`src/rtl/pp_guard_pkg.sv`:
```
package pp_guard_pkg;

   localparam logic [15:0] PP_CRC_POLY = 16'h8005;
   localparam logic [15:0] PP_CRC_SEED = 16'h4F4E;
   localparam int          PP_SIG_LEN  = 4;

   // Signature byte expected at position k of every copy
   function automatic logic [7:0] sig_byte(input logic [1:0] k);
      case (k)
         2'd0:    sig_byte = 8'h4F;
         2'd1:    sig_byte = 8'h4E;
         2'd2:    sig_byte = 8'h46;
         default: sig_byte = 8'h49;
      endcase
   endfunction

endpackage

```
`src/rtl/pp_byte_tracker.sv`:
```
module pp_byte_tracker #(
   parameter int COPY_BYTES = 256,
   parameter int NUM_COPIES = 3,
   localparam int POSW = $clog2(COPY_BYTES),
   localparam int IDXW = (NUM_COPIES > 1) ? $clog2(NUM_COPIES) : 1
) (
   input  logic            clk,
   input  logic            rst_n,
   input  logic            beat,
   input  logic            sop,
   output logic [POSW-1:0] cur_pos,
   output logic [IDXW-1:0] cur_copy,
   output logic            last_byte
);
   localparam logic [POSW-1:0] LAST_POS  = POSW'(COPY_BYTES - 1);
   localparam logic [IDXW-1:0] LAST_COPY = IDXW'(NUM_COPIES - 1);

   logic [POSW-1:0] pos_q;
   logic [IDXW-1:0] copy_q;

   assign cur_pos   = sop ? '0 : pos_q;
   assign cur_copy  = sop ? '0 : copy_q;
   assign last_byte = beat && (cur_pos == LAST_POS);

   always_ff @(posedge clk or negedge rst_n) begin
      if (!rst_n) begin
         pos_q  <= '0;
         copy_q <= '0;
      end else if (beat) begin
         pos_q <= cur_pos + 1'b1;
         if (cur_pos == LAST_POS && cur_copy != LAST_COPY)
            copy_q <= cur_copy + 1'b1;
         else
            copy_q <= cur_copy;
      end
   end

   // copy index never walks past the configured count
   p_copy_bound_r7: assert property (@(posedge clk) disable iff (!rst_n)
      copy_q <= LAST_COPY);

   // no byte accepted, no position change
   p_pos_hold_r8: assert property (@(posedge clk) disable iff (!rst_n)
      !beat |=> $stable(pos_q) && $stable(copy_q));

endmodule

```
`src/rtl/pp_crc_engine.sv`:
```
module pp_crc_engine
   import pp_guard_pkg::*;
#(
   parameter int          COPY_BYTES = 256,
   parameter logic [15:0] POLY       = PP_CRC_POLY,
   parameter logic [15:0] SEED       = PP_CRC_SEED,
   localparam int POSW = $clog2(COPY_BYTES)
) (
   input  logic            clk,
   input  logic            rst_n,
   input  logic            beat,
   input  logic [POSW-1:0] cur_pos,
   input  logic [7:0]      data,
   output logic [15:0]     crc
);
   localparam logic [POSW-1:0] BODY_END = POSW'(COPY_BYTES - 2);

   logic [15:0] crc_q;
   logic [15:0] stage [0:8];

   assign stage[0] = (cur_pos == '0) ? SEED : crc_q;

   // One shift per input bit, MSB of the byte first
   for (genvar b = 0; b < 8; b++) begin : g_bit
      logic fb;
      assign fb = stage[b][15] ^ data[7-b];
      assign stage[b+1] = {stage[b][14:0], 1'b0} ^ (fb ? POLY : 16'h0000);
   end

   always_ff @(posedge clk or negedge rst_n) begin
      if (!rst_n)
         crc_q <= SEED;
      else if (beat && cur_pos < BODY_END)
         crc_q <= stage[8];
   end

   assign crc = crc_q;

   // the two stored-CRC bytes never enter the running CRC
   p_tail_frozen_r1: assert property (@(posedge clk) disable iff (!rst_n)
      beat && cur_pos >= BODY_END |=> $stable(crc_q));

endmodule

```
`src/rtl/pp_copy_judge.sv`:
```
module pp_copy_judge
   import pp_guard_pkg::*;
#(
   parameter int COPY_BYTES = 256,
   localparam int POSW = $clog2(COPY_BYTES)
) (
   input  logic            clk,
   input  logic            rst_n,
   input  logic            beat,
   input  logic [POSW-1:0] cur_pos,
   input  logic [7:0]      data,
   input  logic [15:0]     crc_calc,
   output logic            copy_ok
);
   localparam logic [POSW-1:0] LO_POS = POSW'(COPY_BYTES - 2);
   localparam int REV_POS = 4;

   logic       hdr_ok_q;
   logic [7:0] crc_lo_q;
   logic       hdr_base;
   logic       hdr_next;

   assign hdr_base = (cur_pos == '0) ? 1'b1 : hdr_ok_q;

   always_comb begin
      hdr_next = hdr_base;
      if (cur_pos < POSW'(PP_SIG_LEN))
         hdr_next = hdr_base && (data == sig_byte(cur_pos[1:0]));
      else if (cur_pos == POSW'(REV_POS))
         hdr_next = hdr_base && !data[0];
   end

   always_ff @(posedge clk or negedge rst_n) begin
      if (!rst_n) begin
         hdr_ok_q <= 1'b0;
         crc_lo_q <= '0;
      end else if (beat) begin
         hdr_ok_q <= hdr_next;
         if (cur_pos == LO_POS)
            crc_lo_q <= data;
      end
   end

   // Valid only in the cycle the last byte (stored CRC high half) is on data
   assign copy_ok = hdr_ok_q && ({data, crc_lo_q} == crc_calc);

   // a header failure is sticky for the rest of the copy
   p_hdr_sticky_r3: assert property (@(posedge clk) disable iff (!rst_n)
      beat && cur_pos > POSW'(REV_POS) && !hdr_ok_q |=> !hdr_ok_q);

endmodule

```
`src/rtl/pp_guard.sv`:
```
module pp_guard
   import pp_guard_pkg::*;
#(
   parameter int          COPY_BYTES = 256,
   parameter int          NUM_COPIES = 3,
   parameter logic [15:0] CRC_POLY   = PP_CRC_POLY,
   parameter logic [15:0] CRC_SEED   = PP_CRC_SEED,
   localparam int POSW = $clog2(COPY_BYTES),
   localparam int IDXW = (NUM_COPIES > 1) ? $clog2(NUM_COPIES) : 1
) (
   input  logic            clk,
   input  logic            rst_n,
   input  logic            in_valid,
   input  logic            in_sop,
   input  logic [7:0]      in_data,
   output logic            copy_done,
   output logic            copy_pass,
   output logic [IDXW-1:0] copy_idx,
   output logic [15:0]     copy_crc,
   output logic            sel_valid,
   output logic [IDXW-1:0] sel_idx,
   output logic            all_fail
);
   localparam logic [IDXW-1:0] LAST_COPY = IDXW'(NUM_COPIES - 1);

   if (NUM_COPIES < 1) begin : g_bad_count
      $error("pp_guard: NUM_COPIES must be at least 1");
   end
   if (COPY_BYTES < 8 || (1 << POSW) != COPY_BYTES) begin : g_bad_size
      $error("pp_guard: COPY_BYTES must be a power of two, at least 8");
   end

   logic            running_q;
   logic            beat;
   logic            sop_beat;
   logic [POSW-1:0] cur_pos;
   logic [IDXW-1:0] cur_copy;
   logic            last_byte;
   logic [15:0]     crc_calc;
   logic            copy_ok;

   assign sop_beat = in_valid && in_sop;
   assign beat     = in_valid && (in_sop || running_q);

   pp_byte_tracker #(.COPY_BYTES(COPY_BYTES), .NUM_COPIES(NUM_COPIES)) u_track (
      .clk(clk), .rst_n(rst_n), .beat(beat), .sop(in_sop),
      .cur_pos(cur_pos), .cur_copy(cur_copy), .last_byte(last_byte)
   );

   pp_crc_engine #(.COPY_BYTES(COPY_BYTES), .POLY(CRC_POLY), .SEED(CRC_SEED)) u_crc (
      .clk(clk), .rst_n(rst_n), .beat(beat), .cur_pos(cur_pos),
      .data(in_data), .crc(crc_calc)
   );

   pp_copy_judge #(.COPY_BYTES(COPY_BYTES)) u_judge (
      .clk(clk), .rst_n(rst_n), .beat(beat), .cur_pos(cur_pos),
      .data(in_data), .crc_calc(crc_calc), .copy_ok(copy_ok)
   );

   always_ff @(posedge clk or negedge rst_n) begin
      if (!rst_n) begin
         running_q <= 1'b0;
         copy_done <= 1'b0;
         copy_pass <= 1'b0;
         copy_idx  <= '0;
         copy_crc  <= '0;
         sel_valid <= 1'b0;
         sel_idx   <= '0;
         all_fail  <= 1'b0;
      end else begin
         copy_done <= 1'b0;
         if (sop_beat) begin
            running_q <= 1'b1;
            sel_valid <= 1'b0;
            all_fail  <= 1'b0;
         end
         if (last_byte) begin
            copy_done <= 1'b1;
            copy_pass <= copy_ok;
            copy_idx  <= cur_copy;
            copy_crc  <= crc_calc;
            if (copy_ok) begin
               sel_valid <= 1'b1;
               sel_idx   <= cur_copy;
               running_q <= 1'b0;
            end else if (cur_copy == LAST_COPY) begin
               all_fail  <= 1'b1;
               running_q <= 1'b0;
            end
         end
      end
   end

   // verdict pulse is a single cycle
   p_done_pulse_r5: assert property (@(posedge clk) disable iff (!rst_n)
      copy_done |=> !copy_done);

   // selection appears only with a passing verdict
   p_sel_from_pass_r6: assert property (@(posedge clk) disable iff (!rst_n)
      $rose(sel_valid) |-> copy_done && copy_pass && sel_idx == copy_idx);

   // selection holds until a new page begins
   p_sel_hold_r6: assert property (@(posedge clk) disable iff (!rst_n)
      sel_valid && !sop_beat |=> sel_valid && $stable(sel_idx));

   // error only after the final copy failed
   p_fail_last_r7: assert property (@(posedge clk) disable iff (!rst_n)
      $rose(all_fail) |-> copy_done && !copy_pass && copy_idx == LAST_COPY);

   // error and selection are exclusive
   p_exclusive_r7: assert property (@(posedge clk) disable iff (!rst_n)
      !(sel_valid && all_fail));

   // a start-of-page byte clears earlier outcomes
   p_sop_clear_r9: assert property (@(posedge clk) disable iff (!rst_n)
      sop_beat |=> !all_fail && !sel_valid);

   // when idle, no verdict is produced
   p_idle_quiet_r10: assert property (@(posedge clk) disable iff (!rst_n)
      !running_q && !sop_beat |=> !copy_done);

endmodule

```
`config.mk`:
```
export PLATFORM = sky130hd
export DESIGN_NAME = pp_guard
export DESIGN_NICKNAME = d
export VERILOG_FILES = /design/src/rtl/pp_guard_pkg.sv /design/src/rtl/pp_byte_tracker.sv /design/src/rtl/pp_crc_engine.sv /design/src/rtl/pp_copy_judge.sv /design/src/rtl/pp_guard.sv
export SDC_FILE = /design/constraint.sdc
export NUM_CORES = 1
export LEC_CHECK = 0
export ABC_AREA = 1
export BUFFER_PORTS_ARGS = -buffer_cell sky130_fd_sc_hd__buf_2
export CORE_ASPECT_RATIO = 1.1
export CORE_MARGIN = 2
export CORE_UTILIZATION = 40
export CTS_CLUSTER_DIAMETER = 50
export DETAILED_ROUTE_END_ITERATION = 7
export SYNTH_ARGS = -nofsm -noshare
export SYNTH_HDL_FRONTEND = slang
export SYNTH_SLANG_ARGS = --single-unit
```
`constraint.sdc`:
```
create_clock -name clk -period 4.3 [get_ports clk]
set_clock_uncertainty 0.2 [all_clocks]
set_input_delay 0.215 -clock clk [delete_from_list [all_inputs] [get_ports clk]]
set_output_delay 0.215 -clock clk [all_outputs]
set_load 0.005 [all_outputs]
```
After elaboration in Yosys (flattened, before gate mapping)
Cells that the tools add are included.
Storage, ports and cells
  flip-flop bits (word level): 60
  input bits: 12
  output and inout port bits: 24
  logic and storage cells: 85
Operators by class
  $add $sub $neg: 2
  magnitude comparators: 2
  equal/unequal tests: 9
  muxes and demuxes: 29
  bitwise operators: 16
  reduce and logical (&&, ||, !) cells: 14
Operator list (count)
  $mux W16: 9
  $xor A16 B16 Y16: 8
  $eq A16 B16 Y1: 1
  $eq A8 B8 Y1 const B: 2
  $mux W8: 2
  $mux W1: 15
  $pmux W4 S3: 1
  $add A8 B1 Y8 const B: 1
  $eq A8 B3 Y1 const B: 1
  $eq A8 B8 Y1: 1
  $logic_and A1 B1 Y1: 8
  $logic_not A8 Y1: 1
  $lt A8 B3 Y1 const B: 1
  $lt A8 B8 Y1 const B: 1
  $xor A1 B1 Y1: 8
  $eq A2 B2 Y1 const B: 2
  $mux W2: 2
  $reduce_and A2 Y1: 2
  $add A2 B1 Y2 const B: 1
  $eq A2 B1 Y1 const B: 1
  $logic_not A2 Y1: 1
  $ne A2 B2 Y1 const B: 1
  $logic_not A1 Y1: 1
  $logic_or A1 B1 Y1: 1

Logic depth before layout (Yosys ltp)
Gate-level depths: netlist (run 1).
  depth after elaboration: 27
  depth in mapped cells: 23

Hierarchy
A second synthesis (run 1) with hierarchy kept.
Second synthesis, totals
  cell total of the unflattened synthesis: 484
  area total of the unflattened synthesis: 3658.5 sq um
By module, submodules not included
  pp_crc_engine: times used 1, cells each 151, area an instance 1124.8 sq um, seq. area each 411.6 sq um
  pp_guard: times used 1, cells each 105, area an instance 963.4 sq um, seq. area each 625.6 sq um
  pp_copy_judge: times used 1, cells each 139, area an instance 867.1 sq um, seq. area each 225.2 sq um
  pp_byte_tracker: times used 1, cells each 89, area an instance 703.2 sq um, seq. area each 250.2 sq um

Least setup slack after synthesis (run 1)
No wires, ideal clock.
  path kind: register to register
  from: reg u_track.pos_q[0]
  to: reg u_crc.crc_q[15], in the netlist u_crc.crc[15]
  library setup time: 0.117 ns
  arrival time: 2.104 ns
  data required time: 3.983 ns
  path slack: 1.879 ns
  cell stages (with the launch flop): 21
  path buffers: 0
  period minus slack after synthesis: 2.421 ns
  cells stage by stage: dfrtp_1 inv_1 nor2_1 inv_1 ha_1 inv_1 nor2_8 nand2_4 nand2_1 nand2_1 nand2_2 nand2_1 nand2_1 nand2_1 nand3_1 nand2_2 nand2_2 nand3_1 nand3_2 nand2_1 nand2_1
On the way
  longest elaborated chain between the ends: 27
  elaborated cells on any way between the ends: 29
Ends and longest elaborated chain
  start, declared: line pp_byte_tracker.sv:18  | logic [POSW-1:0] pos_q;
  start signal, assigned: line pp_byte_tracker.sv:30  | pos_q <= cur_pos + 1'b1;
  $mux W8 *: line pp_byte_tracker.sv:21  | assign cur_pos = sop ? '0 : pos_q;
  $logic_not A8 Y1: line pp_crc_engine.sv:21  | assign stage[0] = (cur_pos == '0) ? SEED : crc_q;
  $mux W16: line pp_crc_engine.sv:21
  $xor A1 B1 Y1: line pp_crc_engine.sv:26  | assign fb = stage[b][15] ^ data[7-b];
  $mux W16: line pp_crc_engine.sv:27  | assign stage[b+1] = {stage[b][14:0], 1'b0} ^ (fb ? POLY : 16'h0000);
  $xor A16 B16 Y16: line pp_crc_engine.sv:27
  $xor A1 B1 Y1: line pp_crc_engine.sv:26
  $mux W16: line pp_crc_engine.sv:27
  [11 not listed]
  $mux W16: line pp_crc_engine.sv:27
  $xor A16 B16 Y16: line pp_crc_engine.sv:27
  $xor A1 B1 Y1: line pp_crc_engine.sv:26
  $mux W16: line pp_crc_engine.sv:27
  $xor A16 B16 Y16: line pp_crc_engine.sv:27
  $xor A1 B1 Y1: line pp_crc_engine.sv:26
  $mux W16: line pp_crc_engine.sv:27
  $xor A16 B16 Y16: line pp_crc_engine.sv:27
  end signal, assigned: line pp_crc_engine.sv:34  | crc_q <= stage[8];
  end, declared: line pp_crc_engine.sv:18  | logic [15:0] crc_q;
Mark *: on every way between the ends. The rest lies on a longest branch, timed or not.
A chain may end at the register's enable or synchronous reset.

Worst setup path in the final report (run 1)
Ends and elaborated chain as after synthesis.

==> impl_results.md, run 1 <==
* Outcome: completed
* Critical path type: reg -> reg
* Post_cts resized at 0
* Hold Path Class: in -> reg
* Total iterations of the first detailed-routing run at 5
* Via density at approximately 5.0
* Site row count at 34
* Syn_area_per_cell at 8.138 sq um
* Crit-path slowest cell: dfrtp_1
* Crit path max fanout at 18
* ANT cells at 0
* Largest net degree at the start of global routing at 44
* Worst setup margin at around 1500 ps
* CTS sink cnt at 60
* Nets at roughly 450
* Reg2Reg Setup Slack at 1490 ps
* FF/Latch Area at 1513 sq um
* Multi-input logic area at roughly 1400 sq um
* Post-DRT Antenna Nets at 0
* Drt wl/cell at roughly 14 microns
* Post-CTS Setup Bufs at 0
* Die width at 89.04 microns
* CTS clk-pin slew, worst paths at 80 ps
* Crit end category: register
* Post-synth top area share at 0.4011
* Endpoints failing setup at 0
* Grt total ovfl at 0
* Distinct cells, synth at 37
* CTS tree: yes
* EDFF count, synth at 0
* Vias in the first global route at ~2600
* Synth Warn # at 0
* Hold slack at between 10 and 15 ps
* Post-Route WL at between 7 and 8 mm
* Drt initial violations at 190
* Placed inst area at between 3000 and 4000 sq um
* Most common cell in the netlist: nand2_1
* Initial antenna violation count at 0
* Drt drc at 0
* First-pass GRT wire length at between 10 and 15 mm
* Routed via count at around 2700
* Slew Viols, Final at 0
* Die Ht at 97.54 microns
* Synth area leaders: dfrtp_1, nand2_1, o21ai_0, dfstp_2, inv_1
* P per Cell Area at roughly 440 nW/um^2
* Sequential share of the synthesized area at 0.4754
* RD Place Congestion at around 0.9
* Post-synth top cells: nand2_1, o21ai_0, dfrtp_1, inv_1, nor2_1
* Final Cycle Share at 0.6529
* Flops & latches, synth at 60
* # fillers at 841
* Mapped Nets at about 410
* Port Buffers at 35
* Core area at around 8000 sq um
* H-tree depth at 3
* CP Cell Sequence: inv_1 > nor2_1 > inv_1 > ha_1 > inv_1 > nor2_8 > nand2_4 > nand2_1 > nand2_1 > nand2_2 > nand2_1 > nand2_1 > nand2_1 > nand3_1 > nand2_2 > nand2_2 > nand3_1 > nand3_2 > nand2_1 > nand2_1
* Peak VDD IR at 0.1343 mV
* Arrival @ worst endpoint at about 2800 ps
* Layout area overhead at 15.53%
* Layout cell share with drive strength beyond 1 at 0.2032
* CTS Root Cell: clkbuf_8
* Total GRT Usage at 0.1922
* Worst-Margin Slew at between 600 and 700 ps
* IO Pins at 36
* Fmax at approximately 0.36 GHz
* # hold bufs at CTS at 2
* CTS max path bufs at 2
* Ys async rst share at 1.000
* Critical Path RT at ~4300 ps
* Setup crit start kind: register
* Leak at between 1.5 and 2 nW
* Main synth FF type: dfrtp_1
* Final setup TNS at 0 ps
* Final Hold Viols at 0
* Starting density of the core at 0.4065
* Crit-path max cell delay at between 300 and 400 ps
* Post-DP HPWL at 5.817 mm
* Post-synthesis cell count at 391
* Syn Std Cell Area at around 3200 sq um
* Finished layout cell area at 3676 sq um
* Fin crit period at about 2800 ps
* DP Worst Slack at ~1500 ps
* CTS buffer count at 9
* Leading area contributor after synthesis: dfrtp_1
* DIE AREA at just under 9000 sq um
* Worst-Skew Late Latency at roughly 350 ps
* RSZ-0062 raised after global routing: false
* Max cap viols at 0
* Most used cell, CP: nand2_1
* Slew headroom at 0.5502
-- stage by stage --
stage / instances / total power [mW] / utilization
detailed placement: 528 / 1.143 / 0.4441
finish: 546 / 1.611 / 0.4696
floorplan: 391 / 1.017 / -
global route: 546 / 1.718 / 0.4696
CTS: 546 / 1.618 / 0.4696
global placement: 528 / 1.140 / 0.4441
-- layer usage --
layer	GRT usage	share of wire	routed length, microns
met5	0	0	0
met4	0.06429	0.024	185
met3	0.04333	0.045	345
met2	0.2807	0.44	3353
met1	0.2801	0.50	3809
-- cells by family (layout without fill, tap and decap cells) --
family	Yosys count	in the layout	synth area share
buffers and inverters	60	107	0.07432
XOR/XNOR	17	17	0.05270
AO/OA/AOI/OAI	66	66	0.1136
multiplexers	1	1	0.003539
AND/OR/NAND/NOR	183	183	0.2647
flip-flops	60	60	0.4754
adder cells (fa/ha/maj)	4	4	0.01573
-- area by class of cell --
type / instances / area share
clock buffers: 12 / 0.04221
clock inverters: 4 / 0.006807
inverters: 50 / 0.05174
well taps: 108 / 0.03676
multi-input cells: 271 / 0.3897
repair buffers: 41 / 0.06127
flip-flops and latches: 60 / 0.4115
-- power by group --
part	internal (mW)	total, mW	switching [mW]
Sequential	0.649	0.712	0.0625
Clock	0.239	0.475	0.236
Combinational	0.144	0.424	0.280
-- registers in the layout, indices dropped and copies added, names as in the netlist --
signal,count
copy_pass,1
copy_crc,16
all_fail,1
running_q,1
u_judge.crc_lo_q,8
u_track.pos_q,8
sel_idx,2
u_track.copy_q,2
copy_idx,2
copy_done,1
sel_valid,1
u_judge.hdr_ok_q,1
u_crc.crc,16
-- cells in the final DEF (no fill, tap or decap), types with 3 or more instances in the layout --
cell       n
nand3_1   21
dfstp_2    9
nor2_1    32
nand2_4    5
nor3_1     8
nand2_1   94
dfrtp_1   51
nand2_2   10
buf_2     35
inv_1     47
o21ai_0   52
nand4_1    6
ha_1       4
xnor2_1    3
xor2_1    13
buf_4      4
clkbuf_8  11
-- critical path, delay by kind of cell, from the launching register on --
kind / cells / cell delay, ps
and+or+nand+nor: 16 / 1600
DFF: 1 / 370
adders and majority gates: 1 / 200
buffers and inverters: 3 / 310
-- path summary, 6_finish.rpt --
kind / from / endpoint / cells past startpoint
max in group asynchronous: rst_n / u_crc.crc[3]$_DFFE_PN1P_ / 3
setup / recovery: u_track.pos_q[0]$_DFFE_PN0P_ / u_crc.crc[15]$_DFFE_PN0P_ / 20
min in group asynchronous: rst_n / u_track.pos_q[5]$_DFFE_PN0P_ / 2
setup reg to reg: u_track.pos_q[0]$_DFFE_PN0P_ / u_crc.crc[15]$_DFFE_PN0P_ / 20
hold reg to reg: copy_crc[7]$_DFFE_PN0P_ / copy_crc[7]$_DFFE_PN0P_ / 2
hold / removal: in_data[3] / u_judge.crc_lo_q[3]$_DFFE_PN0P_ / 3
Note: power is estimated with default switching activity, not from simulation.
==> run 2, diff against run 1 <==
==> constraint.sdc (replaced) <==
create_clock -name clk -period 2.5 [get_ports clk]
set_clock_uncertainty 0.2 [all_clocks]
set_input_delay 0.125 -clock clk [delete_from_list [all_inputs] [get_ports clk]]
set_output_delay 0.125 -clock clk [all_outputs]
set_load 0.005 [all_outputs]
==> run 2 against run 1 <==
Net effect:
- the run now ends with negative setup slack left
- sequential cell count unchanged
- die area unchanged
- clock power up 69%
- core utilization up 4.6 points
- wire length up 3.8%
- first-iteration DRC count down 18%
- critical path type unchanged
- non-clock buffer count up 28
- count of clock-buffer cells in the layout unchanged
- largest cell class is now multi-input gates
- largest power group unchanged
- via count up 3.1%
- critical path depth up 2
- sequential power up 71%
==> impl_results.md, run 2 (synthesized netlist as in run 1, its figures left out) <==
* Vias in the first global route at 2663 (+2.7%)
* Worst-Skew Late Latency at 340 ps (about the same)
* ANT cells at 0 (unchanged)
* Nets at 478 (+6.5%)
* Largest net degree at the start of global routing at 35 (-20%)
* Hold slack at 2.112 ps (-7.981 ps)
* Slew Viols, Final at 0 (unchanged)
* Fmax at 0.3997 GHz (+12%)
* Worst setup margin at -2.008 ps (-1495 ps)
* Setup crit start kind: register
* Most common cell after layout, fill and taps aside: nand2_1
* Most used cell, CP: nand2_2
* Endpoints failing setup at 1 (+1)
* Post-Route WL at 7.983 mm (+3.8%)
* Fin crit period at 2502 ps (-305.5 ps)
* Site row count at 34 (unchanged)
* # fillers at 785 (-6.7%)
* Worst-Margin Slew at 603.3 ps (-66.23 ps)
* Max cap viols at 0 (unchanged)
* DIE AREA at 8684 sq um (unchanged)
* Leak at 2.036 nW (+9.4%)
* Layout area overhead at 26.78%
* Layout Utilization at 0.5153 (+0.04572)
* Post-DP HPWL at 5.948 mm (+2.2%)
* Final Cycle Share at 1.001 (+0.3479)
* Peak VDD IR at 0.2393 mV (+78%)
* Final Hold Viols at 0 (unchanged)
* RSZ-0062 raised after global routing: true
* WHS Path Cells at 3 (unchanged)
* Placed inst area at 3618 sq um (+4.1%)
* Die width at 89.04 microns (unchanged)
* Drt initial violations at 155 (-18%)
* IO Pins at 36 (unchanged)
* Critical Path RT at 2530 ps (-1810 ps)
* CP Cell Sequence: inv_2 > nor2_2 > inv_1 > ha_2 > inv_2 > nor2_8 > buf_12 > nand2_4 > nand3_2 > nand2_1 > nand2_2 > nand2_2 > nand2_2 > nand2_2 > nand2_2 > nand2_2 > nand2_2 > nand2_2 > nand2_2 > nand3_2 > nand2_1 > nand2_1
* Starting density of the core at 0.4065 (unchanged)
* RD Place Congestion at 0.8926 (-0.52%)
* P per Cell Area at 735.9 nW/um^2 (+68%)
* CTS sink cnt at 60 (unchanged)
* Failing checks: negative setup slack
* Core area at 7828 sq um (unchanged)
* Final setup TNS at -2.008 ps (-2.008 ps)
* CTS clk-pin slew, worst paths at 70 ps (about the same)
* Crit path max fanout at 6 (-12)
* Outcome: finished, violations left
* CTS tree: yes
* Grt total ovfl at 0 (unchanged)
* Layout cell share with drive strength beyond 1 at 0.2934 (+0.09017)
* Multi-input logic area at 1553 sq um (+8.4%)
* Total iterations of the first detailed-routing run at 5 (unchanged)
* Total Power at 2.969 mW (+84%)
* FF/Latch Area at 1513 sq um (unchanged)
* Hold Path Class: in -> reg
* Crit-path max cell delay at 390 ps (+20 ps)
* Post-DRT Antenna Nets at 0 (unchanged)
* Port Buffers at 35 (unchanged)
* CTS max path bufs at 2 (unchanged)
* Arrival @ worst endpoint at 2540 ps (-300 ps)
* Total GRT Usage at 0.1943 (+0.002101)
* Drt wl/cell at 13.88 microns (-1.5%)
* Drt drc at 0 (unchanged)
* Slew headroom at 0.5978 (+0.04759)
* Crit-path slowest cell: dfrtp_1
* Critical path type: reg -> reg
* Finished layout cell area at 4034 sq um (+9.7%)
* H-tree depth at 3 (unchanged)
* Die Ht at 97.54 microns (unchanged)
* Routed via count at 2817 (+3.1%)
* First-pass GRT wire length at 12.97 mm (+1.7%)
* CTS Root Cell: clkbuf_8
* Commonest non-fill, non-tap cells in the layout: nand2_1, o21ai_0, dfrtp_1
* CTS buffer count at 9 (unchanged)
* Crit end category: register
* Worst Reg-to-Reg Cells at 22 (+10%)
* Initial antenna violation count at 0 (unchanged)
* Via density at 4.899 (-2.1%)
-- run 2: cell count changes in the layout (fill, tap and decap cells not counted), sizes merged --
cell / delta
buf: +22
dlygate4sd3: +6
nand2: +1
-- run 2: layer usage --
metal	global-route usage	wire, microns
met1	0.2810	3759
met2	0.2870	3753
met3	0.03568	315
met4	0.07463	155
met5	0	0
-- run 2: critical path: cells and delay by family, from the launching register on --
kind | cells | cell delay, ps
adders and majority gates | 1 | 170
DFF | 1 | 390
and+or+nand+nor | 17 | 1310
buffers and inverters | 4 | 320
-- run 2: path summary, 6_finish.rpt --
check                                              from  slack, ps                               to
min reg2reg                    copy_crc[14]$_DFFE_PN0P_        280         copy_crc[14]$_DFFE_PN0P_
max reg2reg                u_track.pos_q[0]$_DFFE_PN0P_         -2        u_crc.crc[15]$_DFFE_PN0P_
min                                          in_data[1]          2  u_judge.crc_lo_q[1]$_DFFE_PN0P_
max in group asynchronous                         rst_n       1220         u_crc.crc[9]$_DFFE_PN1P_
min in group asynchronous                         rst_n        120     u_track.pos_q[0]$_DFFE_PN0P_
max                        u_track.pos_q[0]$_DFFE_PN0P_         -2        u_crc.crc[15]$_DFFE_PN0P_
-- run 2: cell type report --
| class | instances | share of cell area |
|---|---|---|
| timing repair buffer | 69 | 0.1148 |
| tap | 108 | 0.03350 |
| sequential | 60 | 0.3750 |
| multi-input combinational | 272 | 0.3849 |
| clock inverter | 4 | 0.006203 |
| inverter | 50 | 0.04715 |
| clock buffer | 12 | 0.03846 |
-- run 2: power breakdown --
part           total [mW]  switching, mW  internal [mW]
registers            1.22          0.102           1.12
logic               0.948          0.572          0.376
clock network       0.802          0.391          0.410
-- run 2: repair_timing --
action                                  CTS  global route
buffers inserted                          0             3
gates resized for setup                   2            28
pin swaps                                 0             9
endpoints found under the setup margin    3             4
gates cloned                              0             1
endpoints found under the hold margin    29             0
hold buffers                              8             0
-- run 2: per-stage QoR --
stage               cells  setup WS [ps]
floorplan             391          78.74
global placement      547          63.99
detailed placement    547         -75.81
CTS                   571          13.22
global route          575         -156.3
finish                575         -2.008
